$ cat src/rtl/lc_text_pkg.sv
package lc_text_pkg;
  localparam logic [7:0] CH_PLUS  = 8'h2B;
  localparam logic [7:0] CH_MINUS = 8'h2D;
  localparam logic [7:0] CH_ZERO  = 8'h30;
  localparam logic [7:0] CH_CR    = 8'h0D;
  localparam logic [7:0] CH_LF    = 8'h0A;

  typedef enum logic [1:0] {
    ST_IDLE = 2'd0,
    ST_CONV = 2'd1,
    ST_SEND = 2'd2
  } ser_state_t;
endpackage

$ cat src/rtl/lc_bcd_conv.sv
module lc_bcd_conv #(
  parameter int MAG_W  = 16,
  parameter int DIGITS = 5
) (
  input  logic                  clk,
  input  logic                  rst_n,
  input  logic                  start,
  input  logic [MAG_W-1:0]      mag,
  output logic                  done,
  output logic [4*DIGITS-1:0]   bcd
);
  localparam int CNT_W = $clog2(MAG_W + 1);

  logic [MAG_W-1:0]    sh;
  logic [4*DIGITS-1:0] adj;
  logic [CNT_W-1:0]    cnt;
  logic                run;

  // Add-three correction on every decimal nibble before each shift
  for (genvar d = 0; d < DIGITS; d++) begin : g_adj
    always_comb begin
      if (bcd[4*d +: 4] >= 4'd5) adj[4*d +: 4] = bcd[4*d +: 4] + 4'd3;
      else                       adj[4*d +: 4] = bcd[4*d +: 4];
    end
  end

  always_ff @(posedge clk or negedge rst_n) begin
    if (!rst_n) begin
      sh   <= '0;
      bcd  <= '0;
      cnt  <= '0;
      run  <= 1'b0;
      done <= 1'b0;
    end else begin
      done <= 1'b0;
      if (start) begin
        sh  <= mag;
        bcd <= '0;
        cnt <= CNT_W'(MAG_W);
        run <= 1'b1;
      end else if (run) begin
        bcd <= {adj[4*DIGITS-2:0], sh[MAG_W-1]};
        sh  <= sh << 1;
        cnt <= cnt - 1'b1;
        if (cnt == CNT_W'(1)) begin
          run  <= 1'b0;
          done <= 1'b1;
        end
      end
    end
  end

  for (genvar d = 0; d < DIGITS; d++) begin : g_chk
    assert_digit_range_R4: assert property (@(posedge clk) disable iff (!rst_n)
      done |-> (bcd[4*d +: 4] <= 4'd9));
  end
endmodule

$ cat src/rtl/lc_uart_tx.sv
module lc_uart_tx #(
  parameter int DIV = 434
) (
  input  logic       clk,
  input  logic       rst_n,
  input  logic       start,
  input  logic [7:0] data,
  output logic       done,
  output logic       txd
);
  localparam int DIV_W = (DIV > 1) ? $clog2(DIV) : 1;

  logic [8:0]       sh;
  logic [3:0]       left;
  logic [DIV_W-1:0] div_cnt;
  logic             active;

  // High in the last cycle of the stop bit; a new start may be taken then
  assign done = active && (div_cnt == '0) && (left == 4'd0);

  always_ff @(posedge clk or negedge rst_n) begin
    if (!rst_n) begin
      sh      <= '1;
      left    <= '0;
      div_cnt <= '0;
      active  <= 1'b0;
      txd     <= 1'b1;
    end else if (start && (!active || done)) begin
      txd     <= 1'b0;
      sh      <= {1'b1, data};
      left    <= 4'd9;
      div_cnt <= DIV_W'(DIV - 1);
      active  <= 1'b1;
    end else if (active) begin
      if (div_cnt == '0) begin
        if (left == 4'd0) begin
          active <= 1'b0;
        end else begin
          txd     <= sh[0];
          sh      <= {1'b1, sh[8:1]};
          left    <= left - 1'b1;
          div_cnt <= DIV_W'(DIV - 1);
        end
      end else begin
        div_cnt <= div_cnt - 1'b1;
      end
    end
  end

  assert_start_when_free_R7: assert property (@(posedge clk) disable iff (!rst_n)
    start |-> (!active || done));
  assert_frame_opens_low_R6: assert property (@(posedge clk) disable iff (!rst_n)
    (active && !$past(active)) |-> !txd);
  assert_stop_high_R6: assert property (@(posedge clk) disable iff (!rst_n)
    done |-> txd);
endmodule

$ cat src/rtl/lc_text_serializer.sv
module lc_text_serializer
  import lc_text_pkg::*;
#(
  parameter int CLK_HZ = 50_000_000,
  parameter int BAUD   = 115_200,
  parameter int MAG_W  = 16,
  parameter int DIGITS = 5
) (
  input  logic             clk,
  input  logic             rst_n,
  input  logic             s_valid,
  output logic             s_ready,
  input  logic             s_dir,
  input  logic [MAG_W-1:0] s_mag,
  output logic             busy,
  output logic             txd
);
  localparam int DIV   = CLK_HZ / BAUD;
  localparam int NCH   = DIGITS + 3;
  localparam int IDX_W = $clog2(NCH);

  ser_state_t          state;
  logic [IDX_W-1:0]    idx;
  logic                dir_q;
  logic                conv_done;
  logic [4*DIGITS-1:0] bcd;
  logic                tx_start;
  logic                tx_done;
  logic [IDX_W-1:0]    next_idx;
  logic [7:0]          tx_char;
  logic                accept;

  function automatic logic [7:0] char_at(input logic [IDX_W-1:0] k,
                                         input logic up,
                                         input logic [4*DIGITS-1:0] dig);
    logic [7:0] c;
    c = CH_LF;
    if (k == '0) c = up ? CH_PLUS : CH_MINUS;
    for (int i = 1; i <= DIGITS; i++)
      if (k == IDX_W'(i)) c = CH_ZERO + {4'd0, dig[4*(DIGITS-i) +: 4]};
    if (k == IDX_W'(DIGITS + 1)) c = CH_CR;
    return c;
  endfunction

  assign s_ready  = (state == ST_IDLE);
  assign busy     = (state != ST_IDLE);
  assign accept   = s_valid && s_ready;
  assign next_idx = (state == ST_CONV) ? '0 : idx + 1'b1;
  assign tx_start = ((state == ST_CONV) && conv_done) ||
                    ((state == ST_SEND) && tx_done && (idx != IDX_W'(NCH - 1)));
  assign tx_char  = char_at(next_idx, dir_q, bcd);

  always_ff @(posedge clk or negedge rst_n) begin
    if (!rst_n) begin
      state <= ST_IDLE;
      idx   <= '0;
      dir_q <= 1'b0;
    end else begin
      case (state)
        ST_IDLE: if (accept) begin
          dir_q <= s_dir;
          state <= ST_CONV;
        end
        ST_CONV: if (conv_done) begin
          idx   <= '0;
          state <= ST_SEND;
        end
        ST_SEND: if (tx_done) begin
          if (idx == IDX_W'(NCH - 1)) state <= ST_IDLE;
          else                        idx   <= next_idx;
        end
        default: state <= ST_IDLE;
      endcase
    end
  end

  lc_bcd_conv #(.MAG_W(MAG_W), .DIGITS(DIGITS)) u_conv (
    .clk(clk), .rst_n(rst_n), .start(accept), .mag(s_mag),
    .done(conv_done), .bcd(bcd)
  );

  lc_uart_tx #(.DIV(DIV)) u_tx (
    .clk(clk), .rst_n(rst_n), .start(tx_start), .data(tx_char),
    .done(tx_done), .txd(txd)
  );

  assert_idle_line_high_R1: assert property (@(posedge clk) disable iff (!rst_n)
    !busy |-> txd);
  assert_accept_sets_busy_R2: assert property (@(posedge clk) disable iff (!rst_n)
    accept |=> busy);
  assert_conv_only_when_converting_R7: assert property (@(posedge clk) disable iff (!rst_n)
    conv_done |-> (state == ST_CONV));
endmodule

$ cat config.mk
export PLATFORM = sky130hd
export DESIGN_NAME = lc_text_serializer
export DESIGN_NICKNAME = d
export VERILOG_FILES = /design/src/rtl/lc_text_pkg.sv /design/src/rtl/lc_bcd_conv.sv /design/src/rtl/lc_uart_tx.sv /design/src/rtl/lc_text_serializer.sv
export SDC_FILE = /design/constraint.sdc
export NUM_CORES = 1
export LEC_CHECK = 0
export BUFFER_PORTS_ARGS = -buffer_cell sky130_fd_sc_hd__buf_2
export CAP_MARGIN = 20
export CORE_UTILIZATION = 55
export DETAILED_ROUTE_END_ITERATION = 10
export PLACE_DENSITY_LB_ADDON = 0.3
export SLEW_MARGIN = 20
export SYNTH_ARGS = -nofsm -noshare
export SYNTH_HDL_FRONTEND = slang
export SYNTH_SLANG_ARGS = --single-unit
$ cat constraint.sdc
create_clock -name clk -period 2.85 [get_ports clk]
set_input_delay 0.7125 -clock clk [delete_from_list [all_inputs] [get_ports clk]]
set_output_delay 0.7125 -clock clk [all_outputs]
set_load 0.02 [all_outputs]
==> results.toml, run 1 <==
[power]
share_comb_of_total_power_pct = 37.7
power.switching_mw = 1.70
leakagePower_nw = 1.97
power.density_nw_per_um2 = 990
power.share.sequential_pct = 43.7
ir_drop_mv = 0.478
clockPowerShare_pct = 18.5
switching_share_pct = 38.6
intPower_mw = 2.71

[clock_tree]
clock_sinks = 72
cts_max_level = 3
cts_setup_buffers = 0
cts_tree = "done"
root_buffer = "clkbuf_8"
cts_hold_buf = 0
cts_resized = 0
clk-insertion-delay-late_ns = 0.35
clkSlewWorstSetupHoldPaths_ns = 0.08
clockBufferDepth = 2
cts_made_buffers = 9

[placed_design]
port-buffer-count = 22
place_area_sq_um = 4250
place_hpwl_mm = 5.46
place.gp.congestion = 0.857

[floorplan]
die_y_um = 87.9
row_count = 30
die_w_um = 87.9
initial_core_util_pct = 58.4
core-area_sq_um = 6940
die_area_sq_um = 7720
ios = 23

[flow_run]
maxCapViolCount = 0

[setup_path]
critical_path_class = "register to register"
required_ns = 3.08
crit_arrival_ns = 2.64
crit_fanout = 10
cp-start-kind = "register"
end_kind = "register"

[sta]
clock_skew_ns = 0.00897
maxSlewViolCount = 0
fmax_mhz = 414
finalSetupTns_ns = 0
post-route-min-period_ns = 2.42
rsz0062_at_grt = "no"
worst_pin_slew_ns = 0.788
final-hold-violation-count = 0
min_period_over_period_pct = 84.8
finalSetupViolCount = 0
slew_headroom_pct = 47.5

[synth]
ys_async_sr_fraction_pct = 100
synth_top_area_cell = "dfrtp_1"
yosys.cell_count.top_type = "dfrtp_1"
synth_top_family_by_area = "simple AND/OR/NAND/NOR gates"
synth_top_area_share_pct = 38.9
synthAdderAreaFrac_pct = 5.24
synth_cells = 427
synth_area_sq_um = 4060
yosys_warnings = 0
synth_commonest_cells = "63 x dfrtp_1, 50 x nand2_1, 36 x o21ai_0"
syn-num-nets = 464
synth_area_leaders = "dfrtp_1 39%, mux2i_1 6.9%, dfstp_2 5.8%, ha_1 5.2%, nand2_1 4.6%"
yosys.area_share.simple_pct = 17.8
synth-edff-count = 0
synth_flop_cell = "dfrtp_1"
synth-compound-area-share_pct = 15.8
yosys_register_bits = 72
synth_mux_area_share_pct = 7.74
yosys.cell_types.count = 55
seq_area_frac_synth_pct = 44.7
avgSynthCellArea_sq_um = 9.50
synth-xor-area-share_pct = 4.53

[global_route]
antenna_found_initial = 0
grt_util_all_layers_pct = 23.5
grt_pass1_wl_mm = 13.9
grt_pass1_vias = 2970
grt_max_degree = 44
grt_overflow = 0

[worst_hold_path]
hold_class = "input pin to async pin"

[cells_and_area]
utilization_pct = 64.1
nFillCells = 612
ff_latch_area_sq_um = 1810
multi_input_area_sq_um = 2070
layout.nets = 482
fin_area_sq_um = 4450
drive_gt1_share_pct = 15.6
n_antenna_cell = 0
area_delta_synth_final_pct = 9.68

[run_status]
outcome = "finished, final reports clean"

[routing]
route.detailed.drc = 0
viasPerCell = 5.68
dr.first_iter.drc_count = 270
num_vias = 3104
firstDrtPassIters = 4
wirelength_mm = 7.92
wl_per_cell_um = 14.5
ant_nets = 0
logic make-up (layout without fill, tap and decap cells):
family	after synthesis	count (layout)
simple gates	141	141
xor+xnor	21	21
flops	72	72
compound gates	102	102
fa+ha+maj	17	17
buf+inv	43	66
mux	31	31
registers in the layout (all words and copies together), names as in the netlist, 2 cells and up:
name	cells
idx	3
state	2
u_conv.bcd	20
u_conv.cnt	5
u_conv.sh	16
u_tx.div_cnt	9
u_tx.left	4
u_tx.sh	8
power by group through the flow:
stage | sequential [mW] | clock [mW] | combinational (mW)
after detailed placement | 1.94 | 0 | 1.66
after floorplan | 1.73 | 0 | 1.46
final | 1.93 | 0.817 | 1.66
after CTS | 1.92 | 0.834 | 1.67
after global placement | 1.92 | 0 | 1.58
after global routing | 2.00 | 0.876 | 1.89
final timing paths:
kind                            cells past startpoint             end  slack, ns       startpoint
worst max-delay path                                7    u_tx.left[3]       0.43  u_tx.div_cnt[0]
worst min-delay path                                1  u_conv.bcd[11]       0.33            rst_n
worst max register to register                      7    u_tx.left[3]       0.43  u_tx.div_cnt[0]
worst min register to register                      2      u_tx.sh[6]       0.47       u_tx.sh[7]
max in group asynchronous                           2   u_conv.bcd[2]       1.77            rst_n
min in group clk                                    2      u_tx.sh[6]       0.47       u_tx.sh[7]
critical path, cell delays in order, from the launching register on:
cell	delay [ns]
dfrtp_1	0.41
inv_1	0.09
ha_1	0.14
or4b_4	0.50
or4b_1	0.71
nor4_4	0.23
xnor2_1	0.14
nand2_1	0.06
layout make-up:
class                      instances  area share (%)
clock buffer                      11            3.18
clock inverter                     5            1.27
inverter                          20            1.69
multi-input combinational        312            46.6
sequential                        72            40.8
tap                               96            2.70
timing repair buffer              30            3.82
per-layer routing:
layer / wire length [um] / vias to the layer above / part of all wire (%) / track usage [%]
met4: 115 / 0 / 1.5 / 8.94
li1: - / 1530 / - / -
met1: 3850 / 1496 / 49 / 33.5
met5: 0 / - / 0 / 0
met2: 3640 / 67 / 46 / 35.4
met3: 314 / 11 / 4.0 / 5.00
cells in the final DEF (no fill, tap or decap), types with 2 or more instances in the layout:
cell type,instances
a211oi_1,7
a21boi_0,4
a21o_1,5
a21oi_1,22
a22oi_1,2
a31oi_1,5
a32oi_1,2
and2_1,2
buf_2,22
buf_4,8
clkbuf_8,10
clkinv_2,2
dfrtp_1,62
dfstp_2,9
ha_1,17
inv_1,20
mux2_2,3
mux2i_1,28
nand2_1,50
nand2b_1,17
nand3_1,16
nand3b_1,2
nand4_1,2
nor2_1,27
nor2b_1,2
nor3_1,4
nor3b_1,3
o211ai_1,5
o21ai_0,36
o21ai_1,2
o22ai_1,3
o32a_1,2
xnor2_1,20
metrics by stage:
step | setup slack (ns) | hold WS (ns) | instances | total power, mW
3_3_place_gp | 0.510 | 0.445 | 530 | 3.50
3_5_place_dp | 0.454 | 0.460 | 530 | 3.60
5_1_grt | 0.189 | 0.352 | 546 | 4.77
4_1_cts | 0.433 | 0.334 | 546 | 4.43
2_1_floorplan | 0.700 | 0.417 | 427 | 3.19
6_report | 0.433 | 0.326 | 546 | 4.41
(Power assumes the default switching activity.)
==> run 2, diff against run 1 <==
--- a/config.mk
+++ b/config.mk
@@ -5,6 +5,7 @@
 export SDC_FILE = /design/constraint.sdc
 export NUM_CORES = 1
 export LEC_CHECK = 0
+export ABC_AREA = 1
 export BUFFER_PORTS_ARGS = -buffer_cell sky130_fd_sc_hd__buf_2
 export CAP_MARGIN = 20
 export CORE_UTILIZATION = 55
==> constraint.sdc (replaced) <==
create_clock -name clk -period 2.4 [get_ports clk]
set_input_delay 0.6 -clock clk [delete_from_list [all_inputs] [get_ports clk]]
set_output_delay 0.6 -clock clk [all_outputs]
set_load 0.02 [all_outputs]
==> run 2 against run 1 <==
  * Count of clock-buffer cells in the layout is the same
  * Largest cell class is now registers
  * Worst setup slack worse by 0.12 ns
  * Sequential share of layout area up 0.59 points
  * Final area is 1.5% lower
  * Register-to-register slack worse by 0.12 ns
  * Total power fell by 47%
==> results.toml, run 2 <==
[run_status]
outcome = "finished, final reports clean"

[routing]
num_vias = 3264
firstDrtPassIters = 4
dr.first_iter.drc_count = 195
viasPerCell = 5.41
wl_per_cell_um = 13.3
wirelength_mm = 8.04
route.detailed.drc = 0
ant_nets = 0

[power]
ir_drop_mv = 0.345
intPower_mw = 1.87
power.density_nw_per_um2 = 538
power.share.sequential_pct = 51.5
power.switching_mw = 0.490
leakagePower_nw = 2.03
share_comb_of_total_power_pct = 1.8
switching_share_pct = 20.8
clockPowerShare_pct = 46.8

[floorplan]
core-area_sq_um = 6870
initial_core_util_pct = 57.3
row_count = 30
die_w_um = 86.6
die_y_um = 86.6
ios = 23
die_area_sq_um = 7500

[global_route]
antenna_found_initial = 0
grt_util_all_layers_pct = 23.8
grt_overflow = 0
grt_pass1_wl_mm = 14.0
grt_pass1_vias = 3181
grt_max_degree = 73

[sta]
post-route-min-period_ns = 2.09
finalSetupTns_ns = 0
clock_skew_ns = 0.00964
maxSlewViolCount = 0
worst_pin_slew_ns = 0.471
fin_hold_ws_ns = 0.270
min_period_over_period_pct = 86.9
finalSetupViolCount = 0
final-hold-violation-count = 0
slew_headroom_pct = 68.3
rsz0062_at_grt = "no"
fmax_mhz = 479

[clock_tree]
clockBufferDepth = 2
clkSlewWorstSetupHoldPaths_ns = 0.08
clk-insertion-delay-late_ns = 0.34
cts_hold_buf = 0
clock_sinks = 72
cts_made_buffers = 9
cts_max_level = 3
root_buffer = "clkbuf_8"
cts_tree = "done"

[synth]
seq_area_frac_synth_pct = 46.1
yosys.cell_types.count = 38
synth_top_area_cell = "dfrtp_1"
synth_top_area_share_pct = 40.1
synth_cells = 475
avgSynthCellArea_sq_um = 8.28
yosys_warnings = 0
synth_area_leaders = "dfrtp_1 40%, nand2_1 10%, dfstp_2 6.0%, inv_1 5.8%, ha_1 5.4%"
synth_area_sq_um = 3940
yosys.cell_count.top_type = "nand2_1"
ys_async_sr_fraction_pct = 100
synth_commonest_cells = "109 x nand2_1, 63 x dfrtp_1, 61 x inv_1"
yosys_register_bits = 72
synth-edff-count = 0
syn-num-nets = 512
synth_flop_cell = "dfrtp_1"

[cells_and_area]
n_antenna_cell = 0
nFillCells = 604
top_regs = "u_conv.bcd (20), u_conv.sh (16), u_tx.div_cnt (9)"
largest_register_ffs = 20
final_common_cell = "nand2_1"
ff_latch_area_sq_um = 1810
multi_input_area_sq_um = 1810
regMostFlops = "u_conv.bcd"
layout.nets = 539
drive_gt1_share_pct = 15.4
utilization_pct = 63.8
fin_cells = 603
mostFrequentLayoutCells = "109 x nand2_1, 63 x dfrtp_1, 61 x inv_1, 39 x o21ai_0, 36 x nor2_1"
area_delta_synth_final_pct = 11.4

[flow_run]
maxCapViolCount = 0

[placed_design]
place.gp.congestion = 0.820
port-buffer-count = 22
placed_cells = 587
place_hpwl_mm = 5.54

[setup_path]
end_kind = "register"
critical_path_class = "register to register"
cp-start-kind = "register"
required_ns = 2.67
crit_fanout = 6
crit_arrival_ns = 2.36

[worst_hold_path]
hold_class = "input pin to async pin"
[run 2: cell types whose count changed after synthesis, sizes merged, moves of 12 or more]
cell	before	now
inv	20	65
nor2	27	39
clkbuf	21	3
nand2b	17	0
xnor2	20	2
nand2	51	117
a21oi	22	5
mux2i	28	0
nand3	16	37
[run 2: worst max-delay path: stages (launching register included)]
cell,delay [ns]
dfrtp_1,0.45
ha_1,0.24
ha_1,0.37
inv_1,0.12
nor3_1,0.44
nand2_1,0.10
nand2_1,0.09
nor2_1,0.04
o21ai_1,0.11
nand2_1,0.06
[run 2: cells by family (layout without fill, tap and decap cells)]
family	count (synthesis)	count (layout)	synth area share, %
AO/OA/AOI/OAI	87	87	13.5
flip-flops	72	72	46.1
buffers and inverters	75	107	8.04
adder cells (fa/ha/maj)	17	17	5.41
AND/OR/NAND/NOR	216	216	25.2
XOR/XNOR	8	8	1.78
[run 2: timing repair]
| action | in CTS | in global routing |
|---|---|---|
| buffers inserted | 0 | 0 |
| resized for setup | 0 | 1 |
| setup endpoints to repair | 0 | 1 |
[run 2: per-layer routing]
layer	up-vias	global-route usage [%]	wire, um
li1	1634	-	-
met1	1539	31.4	3740
met2	78	38.9	3810
met3	13	4.57	339
met4	0	9.09	146
met5	-	0	0
[run 2: final timing paths]
path / start / to / slack [ns] / depth (start not counted)
min in group clk: s_mag[6] / u_conv.sh[6] / 0.46 / 3
hold / removal: rst_n / u_tx.div_cnt[5] / 0.27 / 2
setup / recovery: idx[0] / u_tx.sh[3] / 0.31 / 9
hold reg to reg: u_tx.txd / u_tx.txd / 0.46 / 2
max in group asynchronous: rst_n / u_tx.sh[0] / 1.81 / 2
setup reg to reg: idx[0] / u_tx.sh[3] / 0.31 / 9
[run 2: layout make-up]
cell class	count	area share [%]
Tap cell	96	2.74
Inverter	65	5.57
Timing Repair Buffer	26	3.77
Clock inverter	5	1.80
Multi-Input combinational cell	328	41.3
Clock buffer	11	3.45
Sequential cell	72	41.4
[run 2: power groups by stage]
stage | logic, mW | registers, mW | clock network, mW
after floorplan | 0.00000127 | 1.24 | 0
after global placement | 0.0435 | 1.24 | 0
after detailed placement | 0.0438 | 1.24 | 0
after CTS | 0.0438 | 1.21 | 1.12
after global routing | 0.0481 | 1.21 | 1.17
final | 0.0413 | 1.21 | 1.10
[run 2: through the flow]
stage               power [mW]  instance area (sq um)  worst slack, ns
floorplan                 1.24                   3940            0.472
finish                    2.36                   4380            0.314
detailed placement        1.28                   4150            0.228
global placement          1.28                   4150            0.330
global route              2.43                   4380           0.0365
CTS                       2.38                   4380            0.209
==> run 3, diff against run 2 <==
--- a/config.mk
+++ b/config.mk
@@ -11,6 +11,7 @@
 export CORE_UTILIZATION = 55
 export DETAILED_ROUTE_END_ITERATION = 10
 export PLACE_DENSITY_LB_ADDON = 0.3
+export RECOVER_POWER = 100
 export SLEW_MARGIN = 20
 export SYNTH_ARGS = -nofsm -noshare
 export SYNTH_HDL_FRONTEND = slang
==> constraint.sdc (replaced) <==
create_clock -name clk -period 2.4 [get_ports clk]
set_input_delay 0.12 -clock clk [delete_from_list [all_inputs] [get_ports clk]]
set_output_delay 0.12 -clock clk [all_outputs]
set_load 0.02 [all_outputs]
==> run 3 against run 2 <==
  * Final cell count is 2.2% higher
  * Clock power shrank 13%
  * The run now ends with max-capacitance violations, max-slew violations left
  * Clock skew shrank 0.0020 ns
  * Largest power group unchanged
  * Combinational power up 41%
  * Core utilization rose by 0.67 points
  * Via count grew 0.46%
  * Routed wire length up 0.60%
  * Total power shrank 5.7%
  * Sequential share of layout area down 0.43 points
  * Highest routed layer unchanged
==> results.toml, run 3 (synthesis results as in run 2) <==
[run_status]
outcome = "finished, violations left"
failed_checks = "max-capacitance violations, max-slew violations"

[routing]
num_vias = 3279
dr.max_layer_used = "met4"
ant_nets = 0
wirelength_mm = 8.09
firstDrtPassIters = 4
wl_per_cell_um = 13.1
dr.first_iter.drc_count = 219
wl_met3_um = 260
wl_met1_mm = 3.74
route.detailed.drc = 0
wl_met2_mm = 4.04
viasPerCell = 5.32

[setup_path]
crit_buf_inv = 1
crit_arrival_ns = 2.42
end_kind = "register"
r2r-end = "u_tx.sh[6]"
slowest_stage = "dfrtp_1"
critical_path_class = "register to register"
crit_chain = "ha_1, ha_1, nor2_1, nand4_2, nand2_1, nand2_4, nand2_4, inv_2, o21ai_0"
cp-start-kind = "register"
timing.rr.start = "idx[0]"
crit_fanout = 11
required_ns = 2.67
cpPeakStageDelay_ns = 0.44
critical_path.top_delay_family = "simple AND/OR/NAND/NOR gates"
r2r_cells = 9
r2r_slack_ns = 0.25

[sta]
finalSetupTns_ns = 0
worst_pin_slew_ns = 1.57
final-hold-violation-count = 0
clock_skew_ns = 0.00759
finalSetupViolCount = 0
fmax_mhz = 464
min_period_over_period_pct = 89.8
slew_headroom_pct = -4.99
post-route-min-period_ns = 2.15
maxSlewViolCount = 28
rsz0062_at_grt = "no"

[cells_and_area]
mostFrequentLayoutCells = "112 x nand2_1, 63 x dfrtp_1, 62 x inv_1, 44 x o21ai_0, 37 x nor2_1"
area_delta_synth_final_pct = 12.6
final_common_cell = "nand2_1"
fin_cells = 616
fin_area_sq_um = 4430
regMostFlops = "u_conv.bcd"
top_regs = "u_conv.bcd (20), u_conv.sh (16), u_tx.div_cnt (9)"
drive_gt1_share_pct = 12.3
largest_register_ffs = 20
n_antenna_cell = 0
layout.nets = 552
nFillCells = 576

[clock_tree]
cts_tree = "done"
clk-insertion-delay-late_ns = 0.35
cts_max_level = 3
clock_sinks = 72
clockBufferDepth = 2
cts_made_buffers = 9
root_buffer = "clkbuf_8"
cts_setup_buffers = 0
clkSlewWorstSetupHoldPaths_ns = 0.08

[global_route]
grt_pass1_vias = 3282
grt_overflow = 0
grt_pass1_wl_mm = 14.4
grt_util_all_layers_pct = 24.6
grt_max_degree = 46
antenna_found_initial = 0

[power]
share_comb_of_total_power_pct = 2.6
power.share.sequential_pct = 54.6
power.switching_mw = 0.503
power.density_nw_per_um2 = 502
clockPowerShare_pct = 42.8
intPower_mw = 1.72
ir_drop_mv = 0.304
leakagePower_nw = 2.03
power_mw = 2.22
switching_share_pct = 22.6

[floorplan]
row_count = 30
core-area_sq_um = 6870
initial_core_util_pct = 57.3
die_area_sq_um = 7500
die_w_um = 86.6
die_y_um = 86.6
ios = 23

[flow_run]
maxCapViolCount = 1

[placed_design]
place_hpwl_mm = 5.61
place.gp.congestion = 0.845
placed_cells = 587
place_area_sq_um = 4140
port-buffer-count = 22

[worst_hold_path]
hold_class = "input pin to register"
worstHoldPathCells = 3
hold_end = "u_conv.sh[9]"
min-delay-start = "s_mag[9]"
run 3: changes by cell type in the layout (fill, tap and decap cells not counted), sizes merged:
cell         before  now
clkbuf           11   15
bufinv            2    1
clkinvlp          0    3
buf              26   20
dlygate4sd3       0   13
run 3: repair_timing:
item / 4_1_cts / 5_1_grt
endpoints found under the hold margin: 30 / 0
setup endpoints to repair: 0 / 2
hold buffers: 13 / 0
gates resized for setup: 0 / 1
run 3: worst max-delay path by stage:
stage,startpoint,to,slack (ns),depth (start not counted)
2_1_floorplan,idx[0],u_tx.sh[2],0.47,10
5_1_grt,idx[0],u_tx.sh[3],0.04,9
4_1_cts,idx[0],u_tx.sh[2],0.21,10
6_report,idx[0],u_tx.sh[6],0.25,9
3_3_place_gp,idx[0],u_tx.sh[2],0.33,10
3_5_place_dp,idx[0],u_tx.sh[2],0.22,10
run 3: final cells by class:
class                           instances  area [sq um]  area share, %
Sequential cell                        72          1810           40.9
Multi-Input combinational cell        328          1790           40.4
Timing Repair Buffer                   39           270           6.10
Inverter                               65           244           5.51
Clock buffer                            9           124           2.80
Tap cell                               96           120           2.71
Clock inverter                          7          71.3           1.61
run 3: per-stage QoR:
step	utilization (%)	hold slack (ns)	worst slack [ns]
finish	64.5	0.0139	0.246
global route	64.5	0.0234	0.0434
CTS	64.9	0.00502	0.212
detailed placement	60.2	0.192	0.223
global placement	60.2	0.186	0.335
floorplan	-	-0.176	0.472
run 3: power groups by stage:
| stage | combinational [mW] | clock [mW] | sequential, mW |
|---|---|---|---|
| after floorplan | 0.00000127 | 0 | 1.24 |
| after CTS | 0.0601 | 0.970 | 1.21 |
| after detailed placement | 0.0440 | 0 | 1.24 |
| after global routing | 0.0667 | 1.03 | 1.21 |
| final | 0.0583 | 0.952 | 1.21 |
| after global placement | 0.0437 | 0 | 1.24 |
run 3: metal layers:
metal / vias up / GRT usage [%]
li1: 1661 / -
met1: 1554 / 31.6
met2: 57 / 42.6
met3: 7 / 4.57
met4: 0 / 6.67
met5: - / 0
run 3: worst register-to-register path: cells and delay by family, from the launching register on:
family | cells | cell delay (ns)
simple gates | 5 | 0.93
flops | 1 | 0.44
fa+ha+maj | 2 | 0.43
compound gates | 1 | 0.17
buf+inv | 1 | 0.12
